File: src/rtl/clk_ratio_div_pkg.sv
package clk_ratio_div_pkg;
    localparam int SEL_W = 3;
    localparam int OE_W  = 3;

    typedef enum logic [2:0] {
        MD_OFF = 3'd0,
        MD_RSV = 3'd1,
        MD_LO  = 3'd2,
        MD_HI  = 3'd3,
        MD_TST = 3'd4
    } mode_e;
endpackage

File: src/rtl/clk_ratio_div_sync.sv
module clk_ratio_div_sync #(
    parameter int W      = 3,
    parameter int STAGES = 2
) (
    input  logic         clk,
    input  logic         rst_n,
    input  logic [W-1:0] din,
    output logic [W-1:0] dout
);
    logic [W-1:0] st_d [STAGES];
    logic [W-1:0] st_q [STAGES];

    always_comb begin
        for (int i = 0; i < STAGES; i++) begin
            st_d[i] = (i == 0) ? din : st_q[(i == 0) ? 0 : i - 1];
        end
    end

    always_ff @(posedge clk or negedge rst_n) begin
        if (!rst_n) begin
            for (int i = 0; i < STAGES; i++) st_q[i] <= '0;
        end else begin
            for (int i = 0; i < STAGES; i++) st_q[i] <= st_d[i];
        end
    end

    assign dout = st_q[STAGES-1];
endmodule

File: src/rtl/clk_ratio_div_dec.sv
module clk_ratio_div_dec
    import clk_ratio_div_pkg::*;
(
    input  logic [SEL_W-1:0] code,
    output mode_e            mode
);
    always_comb begin
        unique case (code)
            3'b000:  mode = MD_OFF;
            3'b011:  mode = MD_LO;
            3'b111:  mode = MD_HI;
            3'b100:  mode = MD_TST;
            default: mode = MD_RSV;
        endcase
    end
endmodule

File: src/rtl/clk_ratio_div_core.sv
module clk_ratio_div_core
    import clk_ratio_div_pkg::*;
#(
    parameter int DIV_LO = 2,
    parameter int DIV_HI = 3
) (
    input  logic            clk,
    input  logic            rst_n,
    input  mode_e           mode_in,
    output logic            cpu_clk,
    output logic            pci_clk,
    output logic            apic_clk,
    output logic [OE_W-1:0] oe,
    output logic            rsv
);
    localparam int PER_LO = 2 * DIV_LO;
    localparam int PER_HI = 2 * DIV_HI;
    localparam int PER_MX = (PER_HI > PER_LO) ? PER_HI : PER_LO;
    localparam int PW     = $clog2(PER_MX);
    localparam logic [PW-1:0] LAST_LO = PW'(PER_LO - 1);
    localparam logic [PW-1:0] LAST_HI = PW'(PER_HI - 1);
    localparam logic [PW-1:0] HALF_LO = PW'(DIV_LO);
    localparam logic [PW-1:0] HALF_HI = PW'(DIV_HI);

    typedef struct packed {
        mode_e           mode;
        logic [PW-1:0]   pc;
        logic            aph;
        logic            cpu;
        logic            pci;
        logic            apic;
        logic [OE_W-1:0] oe;
        logic            rsv;
    } state_t;

    state_t s_d, s_q;
    logic          run_d;
    logic          restart;
    logic [PW-1:0] last_d;
    logic [PW-1:0] half_d;

    always_comb begin
        s_d      = s_q;
        s_d.mode = mode_in;
        restart  = (mode_in != s_q.mode);
        run_d    = (mode_in == MD_LO) || (mode_in == MD_HI) || (mode_in == MD_TST);
        last_d   = (mode_in == MD_LO) ? LAST_LO : LAST_HI;
        half_d   = (mode_in == MD_LO) ? HALF_LO : HALF_HI;

        if (!run_d) begin
            s_d.pc  = '0;
            s_d.aph = 1'b1;
        end else if (restart) begin
            s_d.pc  = last_d;
            s_d.aph = 1'b1;
        end else if (s_q.pc >= last_d) begin
            s_d.pc  = '0;
            s_d.aph = ~s_q.aph;
        end else begin
            s_d.pc  = s_q.pc + 1'b1;
        end

        s_d.cpu  = run_d && !s_d.pc[0];
        s_d.pci  = run_d && (s_d.pc < half_d);
        s_d.apic = run_d && !s_d.aph;
        s_d.oe   = (mode_in == MD_OFF) ? '0 : '1;
        s_d.rsv  = (mode_in == MD_RSV);
    end

    always_ff @(posedge clk or negedge rst_n) begin
        if (!rst_n) begin
            s_q      <= '0;
            s_q.mode <= MD_OFF;
            s_q.aph  <= 1'b1;
        end else begin
            s_q <= s_d;
        end
    end

    assign cpu_clk  = s_q.cpu;
    assign pci_clk  = s_q.pci;
    assign apic_clk = s_q.apic;
    assign oe       = s_q.oe;
    assign rsv      = s_q.rsv;
endmodule

File: src/rtl/clk_ratio_div.sv
module clk_ratio_div
    import clk_ratio_div_pkg::*;
#(
    parameter int DIV_LO      = 2,
    parameter int DIV_HI      = 3,
    parameter int SYNC_STAGES = 2
) (
    input  logic             clk,
    input  logic             rst_n,
    input  logic [SEL_W-1:0] sel,
    output logic             cpu_clk_o,
    output logic             pci_clk_o,
    output logic             apic_clk_o,
    output logic [OE_W-1:0]  oe_o,
    output logic             rsv_o
);
    logic [SEL_W-1:0] sel_s;
    mode_e            mode;

    clk_ratio_div_sync #(.W(SEL_W), .STAGES(SYNC_STAGES)) u_sync (
        .clk   (clk),
        .rst_n (rst_n),
        .din   (sel),
        .dout  (sel_s)
    );

    clk_ratio_div_dec u_dec (
        .code (sel_s),
        .mode (mode)
    );

    clk_ratio_div_core #(.DIV_LO(DIV_LO), .DIV_HI(DIV_HI)) u_core (
        .clk      (clk),
        .rst_n    (rst_n),
        .mode_in  (mode),
        .cpu_clk  (cpu_clk_o),
        .pci_clk  (pci_clk_o),
        .apic_clk (apic_clk_o),
        .oe       (oe_o),
        .rsv      (rsv_o)
    );
endmodule

File: config.mk
export PLATFORM = sky130hd
export DESIGN_NAME = clk_ratio_div
export DESIGN_NICKNAME = d
export VERILOG_FILES = /design/src/rtl/clk_ratio_div_pkg.sv /design/src/rtl/clk_ratio_div_sync.sv /design/src/rtl/clk_ratio_div_dec.sv /design/src/rtl/clk_ratio_div_core.sv /design/src/rtl/clk_ratio_div.sv
export SDC_FILE = /design/constraint.sdc
export NUM_CORES = 1
export LEC_CHECK = 0
export CORE_MARGIN = 10
export CORE_UTILIZATION = 53
export CTS_CLUSTER_SIZE = 25
export DETAILED_ROUTE_END_ITERATION = 8
export DONT_BUFFER_PORTS = 1
export PLACE_DENSITY = 0.71
export SYNTH_ARGS = -nofsm -noshare
export SYNTH_HDL_FRONTEND = slang
export SYNTH_SLANG_ARGS = --single-unit
File: constraint.sdc
create_clock -name clk -period 1.6 [get_ports clk]
set_input_delay 0.08 -clock clk [delete_from_list [all_inputs] [get_ports clk]]
set_output_delay 0.08 -clock clk [all_outputs]
set_load 0.01 [all_outputs]
==> results of run 1 <==
per-stage QoR:
stage	worst slack, ns	TNS, ns	power, uW	cells
after floorplan	-0.189	-0.562	573	64
after global placement	-0.214	-0.946	608	86
after detailed placement	-0.239	-1.06	610	86
after CTS	-0.194	-0.955	904	96
after global routing	-0.292	-1.66	947	96
final	-0.203	-0.975	903	96
per-layer routing:
layer | share of wire | vias up | wire [um]
met4 | 0.0087 | 0 | 12
met3 | 0.056 | 2 | 77
li1 | - | 248 | -
met5 | 0 | - | 0
met2 | 0.46 | 10 | 641
met1 | 0.47 | 243 | 654
logic make-up (layout without fill, tap and decap cells):
kind of cell,Yosys count,in the layout
AO/OA/AOI/OAI,11,11
XOR/XNOR,3,3
adder cells (fa/ha/maj),5,5
buffers and inverters,10,27
flip-flops,18,18
AND/OR/NAND/NOR,17,17
final cells by class:
type | count | share of cell area
flip-flops and latches | 18 | 0.456
clock buffers | 4 | 0.0366
repair buffers | 17 | 0.139
well taps | 15 | 0.0189
multi-input cells | 36 | 0.327
inverters | 6 | 0.0227
sequential cells by signal, indices dropped and copies added, names as in the netlist:
| signal | cells |
|---|---|
| u_core.rsv | 1 |
| u_core.apic_clk | 1 |
| u_core.oe | 1 |
| u_core.s_q | 7 |
| u_core.pci_clk | 1 |
| u_core.cpu_clk | 1 |
| u_sync.st_d | 3 |
| u_sync.dout | 3 |
critical path, stage by stage, from the launching register on:
cell and delay, ns:
dfrtp_1 0.42, inv_2 0.09, ha_4 0.20, nand3b_1 0.18
xor2_1 0.18, nand4_2 0.17, or2_4 0.30, or2_1 0.21
report_power, final:
group	leakage [uW]	switching (uW)	total (uW)	internal, uW
Combinational	0.000227	63.6	134	70.0
Clock	0.0000210	131	269	138
Sequential	0.000221	22.5	500	478
worst paths after layout:
kind | startpoint | end | slack, ns | cells past startpoint
max in group asynchronous | rst_n | u_core.oe[1]$_DFF_PN0_ | 0.82 | 1
setup / recovery | u_sync.dout[1]$_DFF_PN0_ | u_core.s_q[7]$_DFF_PN1_ | -0.20 | 7
hold reg to reg | u_sync.st_d[0]$_DFF_PN0_ | u_sync.dout[0]$_DFF_PN0_ | 0.36 | 0
setup reg to reg | u_sync.dout[1]$_DFF_PN0_ | u_core.s_q[7]$_DFF_PN1_ | -0.20 | 7
hold / removal | rst_n | u_core.s_q[12]$_DFF_PN0_ | 0.30 | 1
min in group clk | sel[2] | u_sync.st_d[2]$_DFF_PN0_ | 0.35 | 1
repair_timing:
action,CTS,global route
pin swaps,7,2
hold buffers,4,0
cloned,0,0
resized for setup,4,3
endpoints found under the hold margin,21,0
setup endpoints to repair,7,7
buffers inserted,2,0
placed cells by master, fill, tap and decap left out, drive strengths merged:
cell and count:
dfrtp 17, buf 13, nor2 7, inv 6, ha 5, dlygate4sd3 4, clkbuf 4, or2 3
xnor2 2, nor2b 2, a21oi 2, a211oi 2, nand3b 1, or3 1, o21ai 1, xor2 1
nand4 1, o31a 1, a31oi 1, nor4bb 1, a41o 1, a311o 1, o41ai 1, nand2 1
a21o 1, dfstp 1
==> results by group, run 1 <==
Clock tree
  • Num CTS Buffers: 3
  • Clk root buf: clkbuf_4
  • H-tree level count: 1
  • Worst-skew pair later-pin latency: 0.28 ns
  • Worst-path clk slew: 0.10 ns
  • Clock sink count: 18
  • CTS tree: yes
  • Clk buf depth: 2

Routing
  • Final WL: 1390 um
  • Drt via density: 5.24
  • Routed Antenna Nets: 0
  • Drt drc: 0
  • Wire per inst: 14.4 um
  • Number of iterations in the first detailed-routing pass: 2
  • DR iter-0 viols: 2
  • Routed via count: 503

Logic synthesis
  • Number of distinct library cells after synthesis: 27
  • Avg Inst Size Synth: 12.5 um^2
  • Xor-xnor portion of the synthesized cell area: 0.0328
  • Mux cell area share after synthesis: 0
  • Syn Std Cell Area: 802 um^2
  • Synthesized net count: 74
  • Largest family of logic cells by synthesized area: simple AND/OR/NAND/NOR gates
  • Post-synth ARST share: 1.00
  • Register area share after synthesis: 0.563
  • Yosys top cell by area: dfrtp_1
  • Post-synthesis compound-gate area fraction: 0.122
  • Post-synth EDFFs: 0
  • Post-synth top cells: 17 x dfrtp_1, 7 x nor2_1, 6 x inv_1, 5 x ha_1, 3 x buf_4
  • Post-synthesis simple-gate area fraction: 0.134
  • Synth top area cells: dfrtp_1 53%, ha_1 7.8%, dfstp_2 3.3%
  • Post-synthesis register bit count: 18
  • Cell count after synthesis: 64
  • Synth warn: 0
  • Main synth FF type: dfrtp_1
  • Cell with the most instances after synthesis: dfrtp_1
  • Adder-Cell Fraction of Synth Area: 0.0780
  • Post-synth top area share: 0.530

Timing
  • Fin Hold WS: 0.301 ns
  • Final worst slack: -0.203 ns
  • Final Max Slew Viols: 0
  • Final period utilization: 1.13
  • Final Hold Viols: 0
  • Max Freq: 555 MHz
  • Final setup viols: 7
  • Worst-margin pin slew: 0.763 ns
  • Slew Limit Headroom: 0.489
  • Period minus WS final: 1.80 ns
  • Worst Skew: 0.00459 ns
  • Unrepaired setup endpoints after global routing: yes

Pwr
  • Max VDD drop: 0.723 mV
  • Power per Cell Area: 912 nW/um^2
  • Leakage: 0.000469 uW

Final layout
  • Fin util: 0.725
  • Multi-input logic area: 324 um^2
  • Final #Nets: 92
  • ANT cells: 0
  • Fin area: 991 um^2
  • Layout cells sized above 1: 0.395
  • Synth-to-layout area growth: 23.6%
  • FF+latch area: 452 um^2
  • # fillers: 105

Global route
  • Global-route wire length before repair: 2410 um
  • Grt met3 use: 0.0386
  • Met2 Resource Use GR: 0.143
  • Total GRT Usage: 0.0877
  • Vias in the first global route: 582
  • Grt ovf: 0
  • Pin count of the biggest net entering global routing: 19
  • Met1 usage: 0.0984
  • GRT Max-Usage Layer: met2
  • Initial antenna violation count: 0

Placed design
  • Port bufs: 0
  • Placed Area: 870 um^2
  • HPWL after DPL: 961 um
  • RePlAce Congestion: 0.743

Status
  • Outcome: finished with violations
  • Failing checks: setup timing

Setup path
  • CP Data Required Time: 1.82 ns
  • Crit path kind: reg2reg
  • CP max FO: 4
  • Worst EP arrival: 2.03 ns
  • Crit. End Element: register
  • CP Launch Type: register

Job
  • Max_cap viols: 0

Die
  • Die Y: 58.9 um
  • Count of boundary I/O pins: 12
  • Die W: 58.9 um
  • Initial Util: 0.587
  • Total core area: 1370 um^2
  • Die ar.: 3470 um^2
  • Rows: 13

Min path
  • Hold crit path type: in2async
Note: power is estimated with default switching activity, not from simulation.
==> inputs of run 2 (changes only) <==
--- a/config.mk
+++ b/config.mk
@@ -5,6 +5,7 @@
 export SDC_FILE = /design/constraint.sdc
 export NUM_CORES = 1
 export LEC_CHECK = 0
+export ABC_AREA = 1
 export CORE_MARGIN = 10
 export CORE_UTILIZATION = 53
 export CTS_CLUSTER_SIZE = 25
==> run 2 against run 1 <==
Utilization fell by 7.6 points. Highest routed layer is now met3. Cell count increased by 13%. The run still ends with setup timing left. Clock power is 3% higher. Global-route usage is 0.31 points lower.
==> results by group, run 2 <==
Die
  • Initial Util: 0.554 (-0.0330)
  • Die Y: 59.7 um (+1.3%)
  • Die W: 59.7 um (+1.3%)
  • Rows: 14 (+1)
  • Die ar.: 3560 um^2 (+2.7%)
  • Count of boundary I/O pins: 12 (unchanged)
  • Total core area: 1510 um^2 (+10%)

Pwr
  • Leakage: 0.000499 uW (+6.2%)
  • Psw: 241 uW (+11%)
  • Internal power consumption: 676 uW (-1.5%)
  • Seq pwr share: 0.545 (-0.009)
  • Max VDD drop: 0.550 mV (-24%)
  • Sw Ratio: 0.263 (+0.0226)
  • Power per Cell Area: 937 nW/um^2 (+2.8%)
  • Pwr Total: 917 uW (+1.5%)
  • Clock share of power: 0.302 (+0.004)
  • Combinational group share of total power: 0.154 (+0.006)

Status
  • Outcome: finished with violations
  • Failing checks: setup timing

Placed design
  • Port bufs: 0 (unchanged)
  • RePlAce Congestion: 0.762 (+2.5%)
  • HPWL after DPL: 996 um (+3.6%)
  • Placed Area: 855 um^2 (-1.7%)

Routing
  • Routed Antenna Nets: 0 (unchanged)
  • Routed via count: 536 (+6.6%)
  • DR iter-0 viols: 20 (+18)
  • Drt drc: 0 (unchanged)
  • Final WL: 1440 um (+4.0%)
  • Wire per inst: 13.3 um (-7.6%)
  • Drt via density: 4.96 (-5.3%)
  • Number of iterations in the first detailed-routing pass: 4 (+2)

Logic synthesis
  • Post-synthesis compound-gate area fraction: 0.0465 (-0.0752)
  • Synth warn: 0 (unchanged)
  • Xor-xnor portion of the synthesized cell area: 0.0210 (-0.0118)
  • Post-synth EDFFs: 0 (unchanged)
  • Cell with the most instances after synthesis: dfrtp_1
  • Register area share after synthesis: 0.541 (-0.0220)
  • Yosys top cell by area: dfrtp_1
  • Synth top area cells: dfrtp_1 51%, ha_1 7.5%, inv_1 7.2%
  • Number of distinct library cells after synthesis: 21 (-22%)
  • Post-synth top cells: 17 x dfrtp_1, 16 x inv_1, 13 x nand2_1, 5 x ha_1, 5 x nand2_2
  • Mux cell area share after synthesis: 0 (unchanged)
  • Largest family of logic cells by synthesized area: simple AND/OR/NAND/NOR gates
  • Post-synthesis simple-gate area fraction: 0.213 (+0.0787)
  • Avg Inst Size Synth: 9.94 um^2 (-21%)
  • Synthesized net count: 94 (+27%)
  • Adder-Cell Fraction of Synth Area: 0.0750 (-0.00304)
  • Syn Std Cell Area: 835 um^2 (+4.1%)
  • Post-synth top area share: 0.510 (-0.0207)
  • Cell count after synthesis: 84 (+31%)
  • Main synth FF type: dfrtp_1
  • Post-synthesis register bit count: 18 (unchanged)
  • Post-synth ARST share: 1.00 (unchanged)

Final layout
  • Max FFs per register: 7 (unchanged)
  • Top reg by flops: u_core.s_q
  • Final #Nets: 103 (+12%)
  • Layout cells sized above 1: 0.348 (-0.0472)
  • Fin area: 978 um^2 (-1.3%)
  • Commonest cells after routing, fill and taps aside: 17 x dfrtp_1, 12 x inv_1, 9 x nand2_2, 9 x nand2_1
  • ANT cells: 0 (unchanged)
  • Synth-to-layout area growth: 17.2%
  • Most common cell after layout, fill and taps aside: dfrtp_1

Clock tree
  • Worst-path clk slew: 0.10 ns (about the same)
  • H-tree level count: 1 (unchanged)
  • Post-CTS setup buffer count: 0 (-2)
  • CTS tree: yes
  • Clk buf depth: 2 (unchanged)
  • Clock sink count: 18 (unchanged)
  • Num CTS Buffers: 3 (unchanged)
  • Clk root buf: clkbuf_4
  • Worst-skew pair later-pin latency: 0.29 ns (about the same)

Setup path
  • CP Data Required Time: 1.79 ns (-0.03 ns)
  • CP Launch Type: register
  • Crit. End Element: register
  • CP max FO: 4 (unchanged)
  • Worst EP arrival: 1.80 ns (-0.23 ns)
  • Crit path kind: reg2reg

Timing
  • Worst Skew: 0.00573 ns (+0.00115 ns)
  • Worst-margin pin slew: 0.764 ns (+0.000467 ns)
  • Max Freq: 622 MHz (+12%)
  • Unrepaired setup endpoints after global routing: yes
  • Final setup viols: 1 (-6)
  • Final period utilization: 1.01 (-0.121)
  • Final Hold Viols: 0 (unchanged)
  • Final worst slack: -0.00896 ns (+0.194 ns)
  • Final Max Slew Viols: 0 (unchanged)
  • Period minus WS final: 1.61 ns (-0.194 ns)
  • Slew Limit Headroom: 0.489 (about the same)

Global route
  • Grt ovf: 0 (unchanged)
  • Global-route wire length before repair: 2370 um (-1.7%)
  • Initial antenna violation count: 0 (unchanged)
  • Pin count of the biggest net entering global routing: 19 (unchanged)
  • Vias in the first global route: 569 (-2.2%)
  • Total GRT Usage: 0.0845 (-0.00314)

Job
  • Max_cap viols: 0 (unchanged)

Min path
  • Hold crit path type: in2async
## run 2: cell count changes in the layout (fill, tap and decap cells not counted), moves of 2 or more
cell	change
buf_4	-10
nand2_2	+9
inv_1	+8
nand2_1	+8
nand3_1	+4
nor2_1	-4
a21oi_1	+2
inv_2	+2
nand4_1	+2
or2_1	-2
## run 2: routing by layer
layer	track usage	vias to the layer above	share of wire
met5	0	-	0
met4	0.0160	0	0
met3	0.0466	0	0.062
met2	0.135	10	0.50
met1	0.0972	257	0.44
li1	-	269	-
## run 2: kinds of logic after synthesis
group                      count (synthesis)
xor gates and xnor gates                   2
adders and majority gates                  5
and+or+nand+nor                           33
DFF                                       18
buffers and inverters                     20
AOI/OAI and AO/OA                          6
## run 2: worst max-delay path, stage by stage, from the launching register on
cell	delay (ns)
dfrtp_1	0.42
inv_2	0.09
ha_2	0.23
nand2_2	0.08
nand3_1	0.12
nand3_2	0.11
nor2_4	0.14
nand2_2	0.07
nand2_1	0.07
nand3_1	0.06
nand2_1	0.07
inv_1	0.05
## run 2: per-stage QoR
| step | hold slack [ns] | std cells | setup slack (ns) | setup TNS, ns | utilization |
|---|---|---|---|---|---|
| final | 0.292 | 108 | -0.00896 | -0.00896 | 0.650 |
| after global routing | 0.330 | 108 | -0.114 | -0.194 | 0.650 |
| after CTS | 0.325 | 108 | 0.00717 | 0 | 0.631 |
| after detailed placement | -0.215 | 100 | -0.0271 | -0.0271 | 0.567 |
| after global placement | -0.215 | 100 | 0.0100 | 0 | 0.567 |
| after floorplan | -0.216 | 84 | 0.100 | 0 | - |
## run 2: final timing paths
path | startpoint | to | slack, ns | depth (start not counted)
worst max-delay path | u_sync.dout[0]$_DFF_PN0_ | u_core.pci_clk$_DFF_PN0_ | -0.009 | 11
worst min-delay path | rst_n | u_core.rsv$_DFF_PN0_ | 0.29 | 1
worst max register to register | u_sync.dout[0]$_DFF_PN0_ | u_core.pci_clk$_DFF_PN0_ | -0.009 | 11
worst min register to register | u_sync.st_d[1]$_DFF_PN0_ | u_sync.dout[1]$_DFF_PN0_ | 0.36 | 0
max in group asynchronous | rst_n | u_core.pci_clk$_DFF_PN0_ | 0.82 | 1
min in group clk | sel[2] | u_sync.st_d[2]$_DFF_PN0_ | 0.34 | 1
## run 2: cell type report
type | instances | area (um^2)
Sequential cell | 18 | 452
Clock buffer | 4 | 36.3
Fill cell | 117 | 528
Timing Repair Buffer | 7 | 62.6
Inverter | 17 | 66.3
Multi-Input combinational cell | 46 | 342
Tap cell | 16 | 20.0
## run 2: what timing repair did
action,4_1_cts,5_1_grt
endpoints found under the setup margin,3,6
hold buffers,4,0
pin swaps,2,4
gates resized for setup,4,10
hold endpoints to repair,21,0
## run 2: power groups by stage
stage | Combinational (uW) | Sequential (uW) | Clock [uW]
2_1_floorplan | 90.0 | 501 | 0
3_3_place_gp | 101 | 507 | 0
3_5_place_dp | 104 | 508 | 0
4_1_cts | 127 | 500 | 282
5_1_grt | 157 | 503 | 301
6_report | 141 | 499 | 277
==> inputs of run 3 (changes only) <==
--- a/config.mk
+++ b/config.mk
@@ -7,11 +7,12 @@
 export LEC_CHECK = 0
 export ABC_AREA = 1
 export CORE_MARGIN = 10
-export CORE_UTILIZATION = 53
+export CORE_UTILIZATION = 55
+export CTS_BUF_LIST = sky130_fd_sc_hd__clkbuf_8
 export CTS_CLUSTER_SIZE = 25
 export DETAILED_ROUTE_END_ITERATION = 8
 export DONT_BUFFER_PORTS = 1
-export PLACE_DENSITY = 0.71
+export PLACE_DENSITY = 0.73
 export SYNTH_ARGS = -nofsm -noshare
 export SYNTH_HDL_FRONTEND = slang
 export SYNTH_SLANG_ARGS = --single-unit
==> run 3 against run 2 <==
The flow still finishes with violations (setup timing). Sequential power hardly changed. Clock power increased by 36%. Critical endpoint unchanged. Hold slack improved by 0.058 ns.
==> results by group, run 3 (same netlist as run 2, synthesis figures left out) <==
Clock tree
  • Num CTS Buffers: 3 (unchanged)
  • CTS tree: yes
  • H-tree level count: 1 (unchanged)
  • Worst-skew pair later-pin latency: 0.25 ns (-0.04 ns)
  • Clock sink count: 18 (unchanged)
  • Clk buf depth: 2 (unchanged)
  • Worst-path clk slew: 0.07 ns (-0.03 ns)
  • Clk root buf: clkbuf_8

Timing
  • Period minus WS final: 1.65 ns (+0.0369 ns)
  • Final setup viols: 2 (+1)
  • Worst Skew: 0.00252 ns (-0.00321 ns)
  • Max Freq: 608 MHz (-2.2%)
  • Final Max Slew Viols: 0 (unchanged)
  • Unrepaired setup endpoints after global routing: yes
  • Final period utilization: 1.03 (+0.0230)
  • Slew Limit Headroom: 0.465 (-0.0241)
  • Final Hold Viols: 0 (unchanged)
  • Worst-margin pin slew: 0.800 ns (+0.0360 ns)
  • Final worst slack: -0.0458 ns (-0.0369 ns)

Status
  • Failing checks: setup timing
  • Outcome: finished with violations

Job
  • Max_cap viols: 0 (unchanged)

Routing
  • Final WL: 1720 um (+20%)
  • Drt drc: 0 (unchanged)
  • DR iter-0 viols: 12 (-40%)
  • Wire per inst: 15.4 um (+15%)
  • Routed Antenna Nets: 0 (unchanged)
  • Routed via count: 579 (+8.0%)
  • Drt via density: 5.17 (+4.2%)
  • Number of iterations in the first detailed-routing pass: 4 (unchanged)

Die
  • Total core area: 1370 um^2 (-9.3%)
  • Die ar.: 3480 um^2 (-2.4%)
  • Die Y: 59.0 um (-1.2%)
  • Count of boundary I/O pins: 12 (unchanged)
  • Initial Util: 0.611 (+0.0568)
  • Die W: 59.0 um (-1.2%)
  • Rows: 13 (-1)

Setup path
  • Slowest CP cell: dfrtp_1
  • Critical-path cell list: inv_2 > ha_4 > inv_4 > nand4_1 > nand2_2 > inv_2 > nor2_4 > buf_6 > nand2_2 > a21oi_1 > nand2_1 > inv_1
  • Crit. End Element: register
  • CP Launch Type: register
  • Worst EP arrival: 1.84 ns (+0.04 ns)
  • FF-to-FF Start: u_sync.dout[1]$_DFF_PN0_
  • RR Endpoint: u_core.pci_clk$_DFF_PN0_
  • FF-to-FF setup slack: -0.05 ns (-0.04 ns)
  • CP max FO: 3 (-1)
  • CP Data Required Time: 1.79 ns (about the same)
  • Crit path kind: reg2reg
  • R2R cell count: 12 (+1)
  • Slowest stage delay, CP: 0.42 ns (about the same)

Final layout
  • Final #Nets: 108 (+4.9%)
  • Most common cell after layout, fill and taps aside: dfrtp_1
  • # fillers: 84 (-28%)
  • Final cell count without fillers: 112 (+3.7%)
  • Commonest cells after routing, fill and taps aside: 17 x dfrtp_1, 12 x inv_1, 10 x nand2_2
  • Max FFs per register: 7 (unchanged)
  • Top reg by flops: u_core.s_q
  • Synth-to-layout area growth: 27.7%
  • Layout cells sized above 1: 0.412 (+0.0645)
  • ANT cells: 0 (unchanged)

Placed design
  • Placed insts: 101 (+1.0%)
  • Port bufs: 0 (unchanged)
  • HPWL after DPL: 1030 um (+3.2%)
  • Pre-CTS setup slack: -0.0663 ns (-0.0392 ns)
  • RePlAce Congestion: 0.791 (+3.8%)

Global route
  • Global-route wire length before repair: 2800 um (+18%)
  • Initial antenna violation count: 0 (unchanged)
  • Vias in the first global route: 645 (+13%)
  • Pin count of the biggest net entering global routing: 19 (unchanged)
  • Total GRT Usage: 0.107 (+0.0223)
  • Grt ovf: 0 (unchanged)

Pwr
  • Internal power consumption: 776 uW (+15%)
  • Psw: 273 uW (+13%)
  • Max VDD drop: 1.19 mV (+120%)
  • Sw Ratio: 0.261 (-0.00237)
  • Leakage: 0.000532 uW (+6.7%)
  • Clock share of power: 0.358 (+0.056)
  • Seq pwr share: 0.477 (-0.068)
  • Power per Cell Area: 984 nW/um^2 (+5.0%)
  • Combinational group share of total power: 0.165 (+0.011)

Min path
  • Hold crit path type: in2async
## run 3: repair_timing
action | in CTS | in global routing
hold buffers | 4 | 0
pin swaps | 6 | 9
hold endpoints to repair | 21 | 0
resized for setup | 10 | 11
buffers inserted | 1 | 2
endpoints found under the setup margin | 6 | 7
## run 3: power by group through the flow
| stage | Combinational [uW] | Clock, uW | Sequential (uW) |
|---|---|---|---|
| global route | 191 | 391 | 504 |
| global placement | 107 | 0 | 507 |
| detailed placement | 111 | 0 | 508 |
| floorplan | 90.0 | 0 | 501 |
| CTS | 142 | 369 | 500 |
| finish | 173 | 376 | 500 |
## run 3: final cells by class
class	count	area (um^2)	share of cell area
multi-input cells	46	367	0.344
repair buffers	12	108	0.101
flip-flops and latches	18	452	0.424
well taps	15	18.8	0.0176
clock buffers	4	55.1	0.0516
inverters	17	66.3	0.0622
## run 3: critical path, delay by kind of cell, from the launching register on
kind | cells | cell delay (ns)
flops | 1 | 0.42
compound gates | 1 | 0.11
simple gates | 5 | 0.41
fa+ha+maj | 1 | 0.22
buf+inv | 5 | 0.42
## run 3: worst max path at each step
stage                              from                  endpoint  slack (ns)  cells after the start
6_report       u_sync.dout[1]$_DFF_PN0_  u_core.pci_clk$_DFF_PN0_       -0.05                     12
5_1_grt        u_sync.dout[1]$_DFF_PN0_  u_core.pci_clk$_DFF_PN0_       -0.15                     13
4_1_cts        u_sync.dout[1]$_DFF_PN0_  u_core.pci_clk$_DFF_PN0_      -0.009                     12
3_5_place_dp   u_sync.dout[0]$_DFF_PN0_  u_core.pci_clk$_DFF_PN0_       -0.07                     12
3_3_place_gp   u_sync.dout[0]$_DFF_PN0_  u_core.pci_clk$_DFF_PN0_       -0.04                     13
2_1_floorplan  u_sync.dout[0]$_DFF_PN0_  u_core.pci_clk$_DFF_PN0_        0.10                     13
## run 3: per-layer routing
metal	global-route usage	vias up	part of all wire
li1	-	277	-
met1	0.113	289	0.43
met2	0.182	11	0.51
met3	0.0408	2	0.058
met4	0.0492	0	0.0058
met5	0	-	0
## run 3: per-stage QoR
step	setup TNS (ns)	hold slack [ns]	area [um^2]	utilization	total power [uW]
after floorplan	0	-0.216	835	-	591
after global placement	-0.0575	-0.215	868	0.636	613
after detailed placement	-0.117	-0.215	868	0.636	619
after CTS	-0.00942	0.351	1010	0.738	1010
after global routing	-0.534	0.372	1070	0.780	1090
final	-0.0548	0.350	1070	0.780	1050
